[config.mk]
export PLATFORM = sky130hd
export DESIGN_NAME = marker_byte_rx
export DESIGN_NICKNAME = d
export VERILOG_FILES = /design/src/rtl/mbr_pkg.sv /design/src/rtl/mbr_rst_sync.sv /design/src/rtl/mbr_shift.sv /design/src/rtl/mbr_flag.sv /design/src/rtl/mbr_bus.sv /design/src/rtl/marker_byte_rx.sv
export SDC_FILE = /design/constraint.sdc
export NUM_CORES = 1
export LEC_CHECK = 0
export ABC_AREA = 1
export BUFFER_PORTS_ARGS = -buffer_cell sky130_fd_sc_hd__buf_2
export CAP_MARGIN = 15
export CELL_PAD_IN_SITES_DETAIL_PLACEMENT = 0
export CELL_PAD_IN_SITES_GLOBAL_PLACEMENT = 2
export CORE_UTILIZATION = 31
export CTS_BUF_LIST = sky130_fd_sc_hd__clkbuf_2
export CTS_CLUSTER_SIZE = 30
export DETAILED_ROUTE_END_ITERATION = 12
export GPL_TIMING_DRIVEN = 0
export PLACE_DENSITY_LB_ADDON = 0.1
export SLEW_MARGIN = 10
export SYNTH_ARGS = -nofsm -noshare
export SYNTH_HDL_FRONTEND = slang
export SYNTH_HIERARCHICAL = 1
export SYNTH_SLANG_ARGS = --single-unit
[constraint.sdc]
create_clock -name clk -period 0.9 [get_ports clk]
set_clock_uncertainty 0.15 [all_clocks]
set_input_delay 0.045 -clock clk [delete_from_list [all_inputs] [get_ports clk]]
set_output_delay 0.045 -clock clk [all_outputs]
set_load 0.01 [all_outputs]
[src/rtl/mbr_pkg.sv]
package mbr_pkg;
  localparam logic MARKER_BIT = 1'b1;

  function automatic int frame_len(input int data_w);
    return data_w + 1;
  endfunction
endpackage

[src/rtl/mbr_rst_sync.sv]
module mbr_rst_sync #(
  parameter int STAGES = 2
) (
  input  logic clk,
  input  logic rst_n_in,
  output logic rst_n_out
);
  logic [STAGES-1:0] sync_q;
  logic [STAGES-1:0] sync_d;

  always_comb begin
    sync_d = {sync_q[STAGES-2:0], 1'b1};
  end

  always_ff @(posedge clk or negedge rst_n_in) begin
    if (!rst_n_in) sync_q <= '0;
    else           sync_q <= sync_d;
  end

  assign rst_n_out = sync_q[STAGES-1];
endmodule

[src/rtl/mbr_shift.sv]
module mbr_shift
  import mbr_pkg::*;
#(
  parameter int DATA_W = 8
) (
  input  logic              clk,
  input  logic              rst_n,
  input  logic              bit_en,
  input  logic              bit_in,
  input  logic              rdy_i,
  input  logic              rd_act_i,
  output logic              marker_end_o,
  output logic [DATA_W-1:0] byte_o
);
  localparam int FRAME_W = frame_len(DATA_W);
  localparam int TOP     = FRAME_W - 1;

  logic [FRAME_W-1:0] sr_q;
  logic [FRAME_W-1:0] sr_d;
  logic               shift_en;
  logic               sr_en;

  // Shifting stops once a frame is complete and while a byte is held.
  assign shift_en = bit_en & ~rdy_i & (sr_q[TOP] != MARKER_BIT);

  always_comb begin
    sr_d  = sr_q;
    sr_en = 1'b0;
    if (rd_act_i) begin
      sr_d  = '0;
      sr_en = 1'b1;
    end else if (sr_q[TOP] == MARKER_BIT) begin
      sr_d[TOP] = 1'b0;              // drop the marker as overflow
      sr_en     = 1'b1;
    end else if (shift_en) begin
      sr_d  = {sr_q[TOP-1:0], bit_in};
      sr_en = 1'b1;
    end
  end

  always_ff @(posedge clk or negedge rst_n) begin
    if (!rst_n)     sr_q <= '0;
    else if (sr_en) sr_q <= sr_d;
  end

  assign marker_end_o = (sr_q[TOP] == MARKER_BIT);
  assign byte_o       = sr_q[DATA_W-1:0];

  assert_marker_gone_R4: assert property (@(posedge clk) disable iff (!rst_n)
    rdy_i |-> !marker_end_o);
  assert_hold_byte_R7: assert property (@(posedge clk) disable iff (!rst_n)
    (rdy_i && !rd_act_i) |=> $stable(byte_o));
  assert_read_empties_R6: assert property (@(posedge clk) disable iff (!rst_n)
    rd_act_i |=> (byte_o == '0 && !marker_end_o));
endmodule

[src/rtl/mbr_flag.sv]
module mbr_flag (
  input  logic clk,
  input  logic rst_n,
  input  logic marker_end_i,
  input  logic rd_act_i,
  output logic rdy_o
);
  logic rdy_q;
  logic rdy_d;

  always_comb begin
    rdy_d = rdy_q;
    if (rd_act_i)          rdy_d = 1'b0;
    else if (marker_end_i) rdy_d = 1'b1;
  end

  always_ff @(posedge clk or negedge rst_n) begin
    if (!rst_n) rdy_q <= 1'b0;
    else        rdy_q <= rdy_d;
  end

  assign rdy_o = rdy_q;

  assert_flag_follows_marker_R3: assert property (@(posedge clk) disable iff (!rst_n)
    (marker_end_i && !rd_act_i) |=> rdy_o);
  assert_flag_holds_R7: assert property (@(posedge clk) disable iff (!rst_n)
    (rdy_o && !rd_act_i) |=> rdy_o);
  assert_flag_cleared_R6: assert property (@(posedge clk) disable iff (!rst_n)
    rd_act_i |=> !rdy_o);
endmodule

[src/rtl/mbr_bus.sv]
module mbr_bus #(
  parameter int DATA_W = 8
) (
  input  logic              rd,
  input  logic              strobe_n,
  input  logic [DATA_W-1:0] byte_i,
  output logic              rd_act_o,
  output logic              oe_o,
  output logic [DATA_W-1:0] data_o
);
  always_comb begin
    rd_act_o = rd & ~strobe_n;
    oe_o     = rd_act_o;
    data_o   = rd_act_o ? byte_i : '0;
  end
endmodule

[src/rtl/marker_byte_rx.sv]
module marker_byte_rx #(
  parameter int DATA_W     = 8,
  parameter int SYNC_STAGE = 2
) (
  input  logic              clk,
  input  logic              rst_n,
  input  logic              bit_en,
  input  logic              bit_in,
  input  logic              rd,
  input  logic              strobe_n,
  output logic              byte_rdy,
  output logic              bus_oe,
  output logic [DATA_W-1:0] bus_data
);
  logic              rst_n_s;
  logic              rd_act;
  logic              marker_end;
  logic [DATA_W-1:0] held_byte;

  mbr_rst_sync #(.STAGES(SYNC_STAGE)) u_rst (
    .clk(clk), .rst_n_in(rst_n), .rst_n_out(rst_n_s));

  mbr_shift #(.DATA_W(DATA_W)) u_shift (
    .clk(clk), .rst_n(rst_n_s), .bit_en(bit_en), .bit_in(bit_in),
    .rdy_i(byte_rdy), .rd_act_i(rd_act), .marker_end_o(marker_end),
    .byte_o(held_byte));

  mbr_flag u_flag (
    .clk(clk), .rst_n(rst_n_s), .marker_end_i(marker_end),
    .rd_act_i(rd_act), .rdy_o(byte_rdy));

  mbr_bus #(.DATA_W(DATA_W)) u_bus (
    .rd(rd), .strobe_n(strobe_n), .byte_i(held_byte),
    .rd_act_o(rd_act), .oe_o(bus_oe), .data_o(bus_data));

  assert_bus_enable_R5: assert property (@(posedge clk) disable iff (!rst_n_s)
    bus_oe == (rd && !strobe_n));
  assert_idle_bus_R8: assert property (@(posedge clk) disable iff (!rst_n_s)
    !bus_oe |-> (bus_data == '0));
endmodule

Word-level counts from Yosys, hierarchy flattened
Cells that the tools add are included.

storage, ports and cells
  register bits after elaboration = 12
  latch bits = 0
  bits in writable memories = 0
  ROM bits = 0
  input port bits = 6
  memories kept = 0

cells by class
  add/subtract/negate cells = 0
  multipliers = 0
  divide/modulo/power cells = 0
  $lt $le $gt $ge = 0
  equality and inequality tests = 1
  shift-type cells = 0
  muxes and demuxes = 10
  bitwise logic cells = 6
  reductions and logical operators = 3

operators with widths
  cell                count
  $mux 9              2
  $mux 8              2
  $mux 1              6
  $reduce_bool 2->1   2
  $and 1x1->1         3
  $not 1->1           3
  $reduce_and 3->1    1
  $ne 2x2->1 const B  1

Depth between registers and ports, before layout
Gate-level depths: netlist of run 1.

  depth in word-level cells = 7
  mapped depth = 9
  mapped depth without buffers = 8

Cells and area by module
Netlist of run 1, hierarchy kept.

by module, submodules not included
  module        times used  cells each  area an instance (µm²)  sequential area each (µm²)
  mbr_shift     1           54          435.4                   225.2
  mbr_bus       1           20          86.3                    0.0
  mbr_rst_sync  1           3           53.8                    50.0
  mbr_flag      1           3           32.5                    25.0

Least setup slack after synthesis of run 1
Ideal clock, no wire load.

  kind = register to register
  start = register u_flag.rdy_q (netlist: u_flag/rdy_o)
  end = register u_shift.sr_q[0]
  setup time = 0.117 ns
  arrival time = 0.830 ns
  data required time = 0.633 ns
  slack = -0.198 ns
  stages on the path, launching flop included = 5
  path buffers = 0
  clock period less this slack = 1.098 ns
  cells stage by stage = dfrtp_1 nor2_8 nand2_4 nand2_1 o21ai_2

on the way
  longest elaborated chain between the ends = 7
  elaborated cells on any way between the ends = 8
  those cells by class = mux: 3; bitwise: 3; reduce/logical: 2

ends and longest elaborated chain
  element                                line             source
  start, declared                        mbr_flag.sv:8    logic rdy_q;
  start signal, assigned                 mbr_flag.sv:19   else rdy_q <= rdy_d;
  $not 1->1 (*)                          mbr_shift.sv:24  assign shift_en = bit_en & ~rdy_i & (sr_q[TOP] != MARKER_BIT);
  $and 1x1->1 (*) (2 in series)          mbr_shift.sv:24
  $mux 1                                 mbr_shift.sv:35  end else if (shift_en) begin
  $mux 1                                 mbr_shift.sv:32  end else if (sr_q[TOP] == MARKER_BIT) begin
  $mux 1                                 mbr_shift.sv:29  if (rd_act_i) begin
  $reduce_and 3->1 (no source line) (*)  n/a
  end signal, assigned                   mbr_shift.sv:43  else if (sr_en) sr_q <= sr_d;
  end, declared                          mbr_shift.sv:18  logic [FRAME_W-1:0] sr_q;

Every way passes the cells marked *; elsewhere a longest branch is shown, timed or not.
A chain may end at the register's enable or synchronous reset.

Worst setup path in the final report of run 1
  start = register u_shift.sr_q[8]
  end = register u_shift.sr_q[5]

on the way
  longest elaborated chain between the ends = 6
  elaborated cells on any way between the ends = 8
  those cells by class = eq/ne: 1; mux: 3; bitwise: 2; reduce/logical: 2

ends and longest elaborated chain
  element                                line
  $not 1->1                              mbr_shift.sv:24
  $and 1x1->1                            mbr_shift.sv:24
  $mux 1                                 mbr_shift.sv:35
  $mux 1                                 mbr_shift.sv:32
  $mux 1                                 mbr_shift.sv:29
  $reduce_and 3->1 (no source line) (*)  n/a

Marks and branches as above.

==> results of run 1 <==
-- metal layers --
layer  vias to the layer above  routed length [um]  GRT usage (%)
met5                         -                   0              0
met4                         0                  17           8.82
met3                         2                  28           3.53
met2                         7                 517           20.0
met1                       229                 575           17.7
li1                        282                   -              -
-- registers in the layout (all words and copies together), names as in the netlist --
register	count
u_flag/rdy_o	1
u_shift/sr_q	9
u_rst/sync_q	2
-- logic make-up after synthesis --
| logic type | Yosys count | synth area share, % |
|---|---|---|
| other | 1 | 0.617 |
| buffers and inverters | 21 | 13.8 |
| AO/OA/AOI/OAI | 1 | 1.44 |
| AND/OR/NAND/NOR | 45 | 34.8 |
| flip-flops | 12 | 49.4 |
-- layout by cell type, fill, tap and decap left out --
cell type      Yosys  routed
inv_1             18      18
nor2_1            17      17
nand2_1           17      17
buf_2              1      14
dfrtp_1           12      10
nand3_1            7       7
buf_4              1       5
clkbuf_2           0       4
dlygate4sd3_1      0       3
buf_6              0       3
dfrtp_2            0       2
nand2_4            2       1
conb_1             1       1
inv_2              1       1
nor2_8             1       1
nand2_8            0       1
o21ai_2            1       1
nand2_2            1       1
-- cell type report --
class | instances | area [um2] | area share (%)
buffer | 2 | 12.5 | 1.51
clock buffer | 4 | 20.0 | 2.41
inverter | 19 | 71.3 | 8.60
multi-input combinational | 47 | 233 | 28.1
sequential | 12 | 303 | 36.5
tap | 25 | 31.3 | 3.77
timing repair buffer | 23 | 159 | 19.2
-- through the flow --
stage	hold slack [ns]	TNS, ns
detailed placement	-0.320	-2.07
global route	-0.0151	-4.62
floorplan	-0.401	-1.32
global placement	-0.320	-2.03
finish	-0.00394	-3.20
CTS	-0.0374	-3.47
-- worst paths after layout --
kind,from,end,slack [ns]
worst max-delay path,u_shift/sr_q[8]$_DFFE_PN0P_,u_shift/sr_q[5]$_DFFE_PN0P_,-0.23
worst min-delay path,bit_en,u_shift/sr_q[6]$_DFFE_PN0P_,-0.004
worst max register to register,u_shift/sr_q[8]$_DFFE_PN0P_,u_shift/sr_q[5]$_DFFE_PN0P_,-0.23
worst min register to register,u_rst/sync_q[1]$_DFF_PN0_,u_shift/sr_q[7]$_DFFE_PN0P_,0.02
max in group asynchronous,rst_n,u_rst/sync_q[1]$_DFF_PN0_,0.04
min in group asynchronous,u_rst/sync_q[1]$_DFF_PN0_,u_shift/sr_q[7]$_DFFE_PN0P_,0.02
-- power breakdown --
group          switching (mW)  internal, mW  total, mW  leakage [nW]
Combinational           0.322         0.313      0.635         0.302
Sequential             0.0928         0.641      0.734         0.155
Clock                   0.161         0.118      0.279        0.0166
Total                   0.576          1.07       1.65         0.474
-- critical path: cells and delay by family (launching register included) --
family / cells / cell delay (ns)
DFF: 1 / 0.46
buffers and inverters: 1 / 0.13
and+or+nand+nor: 3 / 0.35
-- what timing repair did --
action                     4_1_cts  5_1_grt
pin swaps                        9        7
buffers inserted                 5        1
setup endpoints to repair       18       19
hold endpoints to repair        10        6
gates resized for setup          0        5
==> flow_summary.json, run 1 <==
{
  "status": "complete, but fails checks",
  "violations": "negative hold slack, negative setup slack",
  "row_count": 15,
  "clk_path_buf_depth": 2,
  "ios": 16,
  "routed_wl_um": 1140,
  "worst_slack_ns": -0.234,
  "timing.final.crit_share_pct": 126,
  "die_area_um2": 2140,
  "drive_above_1_share_pct": 31.8,
  "ys_seq_elements": 12,
  "slowest_stage": "dfrtp_2",
  "cts.sinks": 12,
  "antenna_cells": 0,
  "nets": 114,
  "num-fill-cells": 207,
  "async_flop_share_pct": 100,
  "power.leakage_nw": 0.474,
  "fmax_mhz": 882,
  "fin_area_um2": 830,
  "ir_drop_uv": 1030,
  "reg2reg_depth": 4,
  "crit_fanout": 5,
  "cts-buffers-inserted": 3,
  "synth_nets": 86,
  "synth.largest_area_cell": "dfrtp_1",
  "clock_latency_ns": 0.24,
  "avgSynthCellArea_um2": 7.60,
  "synth_ff_type": "dfrtp_1",
  "yosysSeqAreaShare_pct": 49.4,
  "fin_util_pct": 46.5,
  "synth_warnings": 6,
  "path_class": "register to register",
  "ys_types": 13,
  "cp_cell_sequence": "nor2_8 > buf_6 > nand3_1 > nand2_1",
  "grt_overflow": 0,
  "cpPeakStageDelay_ns": 0.46,
  "die_h_um": 46.3,
  "maxCapViolations": 0,
  "finalNonFillerCells": 132,
  "endpoint_kind": "register",
  "synth_top_area_share_pct": 49.4,
  "placed_cell_area_um2": 711,
  "grt_pass1_wl_um": 1980,
  "crit_path_start_kind": "register",
  "drc": 0,
  "vias": 520,
  "synth_edf_count": 0,
  "clockRootBuffer": "clkbuf_2",
  "setup_viol_count_final": 18,
  "drt-initial-drc-count": 1,
  "synth_area_leaders": "dfrtp_1 (49%), inv_1 (11%), nand2_1 (10%)",
  "drt_pre_antenna_iters": 3,
  "start_util_pct": 34.1,
  "final-max-slew-violation-count": 0,
  "hold_viol": 2,
  "worst_ep_arrival_time_ns": 1.17,
  "grt_max_degree": 11,
  "ctsHoldBuffers": 3,
  "hpwl_um": 814,
  "syn-instance-count": 80,
  "dp_cells": 119,
  "period_minus_slack_ns": 1.13,
  "synthTopCellsByCount": "inv_1 (18), nand2_1 (17), nor2_1 (17)",
  "worstHoldPathCells": 3,
  "antenna_found_initial": 0,
  "hold_ws_ns": -0.00394,
  "place_ws_ns": -0.246,
  "antenna_left": 0,
  "netlist_area_um2": 608,
  "track_usage_pct": 13.7,
  "min_path_type": "primary input to register",
  "power_per_cell_area_nw_per_um2": 1990,
  "area_growth_pct": 36.4,
  "grt_pass1_vias": 475,
  "tritoncts": "done",
  "crit_required_ns": 0.94,
  "vias_per_cell": 3.94,
  "globalplace.congestion": 0.679,
  "port_buffers": 14,
  "synthMostInstantiatedCell": "inv_1",
  "clk_pin_slew_ns": 0.11,
  "die_w_um": 46.3,
  "total_power_mw": 1.65,
  "core_um2": 1780,
  "detail_route.wl_per_cell_um": 8.63,
  "rsz0062_at_grt": "true",
  "htree_levels": 1
}
No activity file was read; power rests on OpenSTA's default activity.
==> run 2: changes to the inputs <==
--- a/config.mk
+++ b/config.mk
@@ -16,6 +16,7 @@
 export DETAILED_ROUTE_END_ITERATION = 12
 export GPL_TIMING_DRIVEN = 0
 export PLACE_DENSITY_LB_ADDON = 0.1
+export SKIP_CTS_REPAIR_TIMING = 1
 export SLEW_MARGIN = 10
 export SYNTH_ARGS = -nofsm -noshare
 export SYNTH_HDL_FRONTEND = slang
==> constraint.sdc (replaced) <==
create_clock -name clk -period 1.4 [get_ports clk]
set_clock_uncertainty 0.15 [all_clocks]
set_input_delay 0.07 -clock clk [delete_from_list [all_inputs] [get_ports clk]]
set_output_delay 0.07 -clock clk [all_outputs]
set_load 0.01 [all_outputs]
==> run 2 against run 1 <==
Critical endpoint is now u_shift/sr_q[0]$_DFFE_PN0P_; via count fell by 1.3%; die area is the same; clock power decreased by 37%; the run now ends clean; global-route usage shrank 0.63 points; maximum frequency shrank 1.1%; utilization down 3.4 points.
==> flow_summary.json, run 2 (synthesis results as in run 1) <==
{
  "cts-buffers-inserted": 3,
  "drive_above_1_share_pct": 24.5,
  "drt-initial-drc-count": 3,
  "clk_pin_slew_ns": 0.12,
  "hold_viol": 0,
  "routed_wl_um": 1170,
  "clock_latency_ns": 0.26,
  "antenna_left": 0,
  "antenna_found_initial": 0,
  "regMostFlops": "u_shift/sr_q",
  "power_per_cell_area_nw_per_um2": 1210,
  "place_ws_ns": 0.257,
  "hpwl_um": 773,
  "drt_pre_antenna_iters": 3,
  "grt_pass1_wl_um": 1860,
  "slowest_stage": "dfrtp_1",
  "endpoint_kind": "register",
  "detail_route.wl_per_cell_um": 9.19,
  "drc": 0,
  "setup_viol_count_final": 0,
  "cts.sinks": 12,
  "num-fill-cells": 202,
  "die_w_um": 46.3,
  "area_growth_pct": 26.3,
  "met1_length_um": 560,
  "status": "finished, final reports clean",
  "path_class": "register to register",
  "power.leakage_nw": 0.443,
  "ios": 16,
  "fmax_mhz": 872,
  "grt_overflow": 0,
  "crit_required_ns": 1.42,
  "layout_common_cells": "inv_1 (18), nor2_1 (17), nand2_1 (17)",
  "die_h_um": 46.3,
  "htree_levels": 1,
  "period_minus_slack_ns": 1.15,
  "start_util_pct": 34.1,
  "timing.final.crit_share_pct": 81.9,
  "cp_cell_sequence": "nor2_8 > nand2_4 > nand2_1 > o21ai_2",
  "core_um2": 1780,
  "nets": 109,
  "dr_wl_met3_um": 31,
  "worst_slack_ns": 0.253,
  "track_usage_pct": 13.1,
  "vias": 513,
  "port_buffers": 14,
  "final-max-slew-violation-count": 0,
  "largest_reg_flops": 9,
  "top_layer_used": "met4",
  "clk_path_buf_depth": 2,
  "rsz0062_at_grt": "false",
  "vias_per_cell": 4.04,
  "crit_fanout": 10,
  "dp_cells": 119,
  "die_area_um2": 2140,
  "grt_max_degree": 11,
  "layout_commonest_cell": "inv_1",
  "grt_pass1_vias": 393,
  "clockRootBuffer": "clkbuf_2",
  "row_count": 15,
  "crit_path_start_kind": "register",
  "ir_drop_uv": 570,
  "wl_met2_um": 566,
  "antenna_cells": 0,
  "min_path_type": "register to async pin",
  "finalSetupTns_ns": 0,
  "maxCapViolations": 0,
  "tritoncts": "done",
  "cpPeakStageDelay_ns": 0.46,
  "globalplace.congestion": 0.670,
  "worst_ep_arrival_time_ns": 1.17,
  "fin_util_pct": 43.1,
  "finalNonFillerCells": 127
}
-- run 2: cell types whose count changed in the layout (fill, tap and decap cells not counted), sizes merged --
cell	delta
clkbuf	-1
dlygate4sd3	+1
buf	-6
clkinv	+1
-- run 2: stage by stage --
step | power, mW | hold WS (ns) | cell area [um2]
floorplan | 0.681 | -0.376 | 608
global placement | 0.758 | -0.295 | 709
finish | 0.930 | 0.0278 | 768
global route | 1.02 | 0.0652 | 768
CTS | 0.939 | -0.609 | 728
detailed placement | 0.756 | -0.292 | 709
-- run 2: critical path, delay by kind of cell, from the launching register on --
family             cells  cell delay (ns)
AOI/OAI and AO/OA      1             0.05
and+or+nand+nor        3             0.40
DFF                    1             0.46
-- run 2: where the power goes --
group	internal (mW)	switching (mW)
clock	0.0621	0.114
sequential	0.409	0.0574
combinational	0.111	0.176
-- run 2: per-layer routing --
layer / vias up / track usage, %
met5: - / 0
met3: 2 / 2.35
met2: 7 / 17.7
li1: 272 / -
met1: 232 / 17.8
met4: 0 / 10.6
-- run 2: path summary, 6_finish.rpt --
kind,from,to,slack (ns),depth (start not counted)
worst max-delay path,u_shift/sr_q[8]$_DFFE_PN0P_,u_shift/sr_q[0]$_DFFE_PN0P_,0.25,4
worst min-delay path,u_rst/sync_q[1]$_DFF_PN0_,u_flag/rdy_o$_DFFE_PN0P_,0.03,0
worst max register to register,u_shift/sr_q[8]$_DFFE_PN0P_,u_shift/sr_q[0]$_DFFE_PN0P_,0.25,4
worst min register to register,u_rst/sync_q[1]$_DFF_PN0_,u_flag/rdy_o$_DFFE_PN0P_,0.03,0
max in group asynchronous,rst_n,u_rst/sync_q[1]$_DFF_PN0_,0.48,3
min in group clk,rd,u_flag/rdy_o$_DFFE_PN0P_,0.16,5
-- run 2: area by class of cell --
type                    instances  area, um2  area share [%]
flip-flops and latches         12        300            39.1
multi-input cells              47        224            29.2
repair buffers                 18        110            14.3
inverters                      19       71.3            9.28
well taps                      25       31.3            4.07
clock buffers                   3       15.0            1.95
plain buffers                   2       12.5            1.63
clock inverters                 1       3.75           0.489
==> run 3: changes to the inputs <==
--- a/config.mk
+++ b/config.mk
@@ -10,7 +10,7 @@
 export CAP_MARGIN = 15
 export CELL_PAD_IN_SITES_DETAIL_PLACEMENT = 0
 export CELL_PAD_IN_SITES_GLOBAL_PLACEMENT = 2
-export CORE_UTILIZATION = 31
+export CORE_UTILIZATION = 29
 export CTS_BUF_LIST = sky130_fd_sc_hd__clkbuf_2
 export CTS_CLUSTER_SIZE = 30
 export DETAILED_ROUTE_END_ITERATION = 12
==> constraint.sdc (replaced) <==
create_clock -name clk -period 1.1 [get_ports clk]
set_clock_uncertainty 0.15 [all_clocks]
set_input_delay 0.055 -clock clk [delete_from_list [all_inputs] [get_ports clk]]
set_output_delay 0.055 -clock clk [all_outputs]
set_load 0.01 [all_outputs]
==> run 3 against run 2 <==
The run now ends with negative setup slack left; combinational power rose by 68%; first-iteration DRC count grew to 2.7 times the previous value; hold slack lost 0.023 ns; largest power group unchanged; design area up 5.4%; sequential power grew 28%; via count grew 3.5%; power rose by 39%.
==> flow_summary.json, run 3 (synthesis results as in run 1) <==
{
  "fmax_mhz": 887,
  "clockRootBuffer": "clkbuf_2",
  "dp_cells": 121,
  "drt-initial-drc-count": 8,
  "regMostFlops": "u_shift/sr_q",
  "cp_top_family": "flip-flops",
  "placed_cell_area_um2": 712,
  "nets": 113,
  "layout_commonest_cell": "inv_1",
  "path_class": "register to register",
  "clk_path_buf_depth": 2,
  "rsz0062_at_grt": "true",
  "detail_route.wl_per_cell_um": 8.95,
  "seq_power_share_pct": 46.3,
  "path_buf_inv": 0,
  "num-fill-cells": 232,
  "antenna_left": 0,
  "worst_ep_arrival_time_ns": 1.13,
  "maxCapViolations": 0,
  "vias": 531,
  "crit_required_ns": 1.11,
  "final-max-slew-violation-count": 0,
  "place_ws_ns": -0.0554,
  "clkPwrFrac_pct": 16.4,
  "largest_reg_flops": 9,
  "drt_pre_antenna_iters": 4,
  "vias_per_cell": 4.02,
  "row_count": 16,
  "seq_area_um2": 303,
  "ios": 16,
  "min_path_type": "primary input to register",
  "globalplace.congestion": 0.710,
  "cp_cell_sequence": "nor2_8 > nand2_8 > nand2_1 > o21ai_2",
  "grt_overflow": 0,
  "status": "complete, but fails checks",
  "p_switching_mw": 0.465,
  "track_usage_pct": 12.3,
  "multi_input_area_um2": 233,
  "grt_max_degree": 11,
  "die_area_um2": 2280,
  "hold_ws_ns": 0.00441,
  "ir_drop_uv": 827,
  "cts.sinks": 12,
  "drive_above_1_share_pct": 30.5,
  "antenna_found_initial": 0,
  "timing.final.crit_share_pct": 102,
  "layout_common_cells": "inv_1 (18), nor2_1 (17), nand2_1 (17)",
  "endpoint_kind": "register",
  "clk_pin_slew_ns": 0.11,
  "power_per_cell_area_nw_per_um2": 1590,
  "port_buffers": 14,
  "die_w_um": 47.8,
  "die_h_um": 47.8,
  "finalSetupTns_ns": -0.116,
  "combPwrFrac_pct": 37.4,
  "crit_path_start_kind": "register",
  "tritoncts": "done",
  "drc": 0,
  "power.leakage_nw": 0.462,
  "p_sw_share_pct": 36.1,
  "cpPeakStageDelay_ns": 0.46,
  "start_util_pct": 31.0,
  "slowest_stage": "dfrtp_2",
  "grt_pass1_vias": 430,
  "crit_fanout": 10,
  "violations": "negative setup slack",
  "fin_util_pct": 41.3,
  "hold_viol": 0,
  "grt_pass1_wl_um": 1860,
  "routed_wl_um": 1180,
  "p_int_mw": 0.823,
  "finalNonFillerCells": 132,
  "fin_area_um2": 810,
  "core_um2": 1960,
  "worst_slack_ns": -0.0272,
  "cts-buffers-inserted": 3,
  "hpwl_um": 832,
  "area_growth_pct": 33.1,
  "period_minus_slack_ns": 1.13,
  "antenna_cells": 0,
  "setup_viol_count_final": 8,
  "clock_latency_ns": 0.25,
  "total_power_mw": 1.29,
  "htree_levels": 1
}
## run 3: changes by cell type in the layout (fill, tap and decap cells not counted), sizes merged
cell         before  now
dlygate4sd3       4    3
clkinv            1    0
buf              16   21
## run 3: routing by layer
layer,share of wire (%),track usage [%],vias up
met5,0,0,-
met4,1.0,8.33,0
met3,3.6,2.26,2
met2,46,17.3,9
met1,49,17.0,239
li1,-,-,281
## run 3: tightest hold or removal path, delay by kind of cell
kind	cells	cell delay, ns
buffers and inverters	1	0.18
AND/OR/NAND/NOR	2	0.14
## run 3: final cells by class
cell class | instances | area share [%]
Sequential cell | 12 | 37.4
Multi-Input combinational cell | 47 | 28.7
Timing Repair Buffer | 22 | 17.5
Inverter | 19 | 8.81
Tap cell | 27 | 4.17
Clock buffer | 3 | 1.85
Buffer | 2 | 1.55
## run 3: path summary, 6_finish.rpt
| kind | slack [ns] | depth (start not counted) | endpoint | start |
|---|---|---|---|---|
| worst min-delay path | 0.004 | 3 | u_shift/sr_q[4]$_DFFE_PN0P_ | bit_en |
| max in group asynchronous | 0.20 | 3 | u_rst/sync_q[1]$_DFF_PN0_ | rst_n |
| worst max-delay path | -0.03 | 4 | u_shift/sr_q[0]$_DFFE_PN0P_ | u_flag/rdy_o$_DFFE_PN0P_ |
| min in group asynchronous | 0.03 | 0 | u_shift/sr_q[7]$_DFFE_PN0P_ | u_rst/sync_q[1]$_DFF_PN0_ |
| worst min register to register | 0.03 | 0 | u_shift/sr_q[7]$_DFFE_PN0P_ | u_rst/sync_q[1]$_DFF_PN0_ |
| worst max register to register | -0.03 | 4 | u_shift/sr_q[0]$_DFFE_PN0P_ | u_flag/rdy_o$_DFFE_PN0P_ |
## run 3: power by group through the flow
stage	clock, mW	combinational (mW)	sequential (mW)
6_report	0.211	0.481	0.596
5_1_grt	0.234	0.541	0.607
4_1_cts	0.228	0.365	0.595
3_5_place_dp	0	0.362	0.605
3_3_place_gp	0	0.359	0.602
2_1_floorplan	0	0.265	0.602
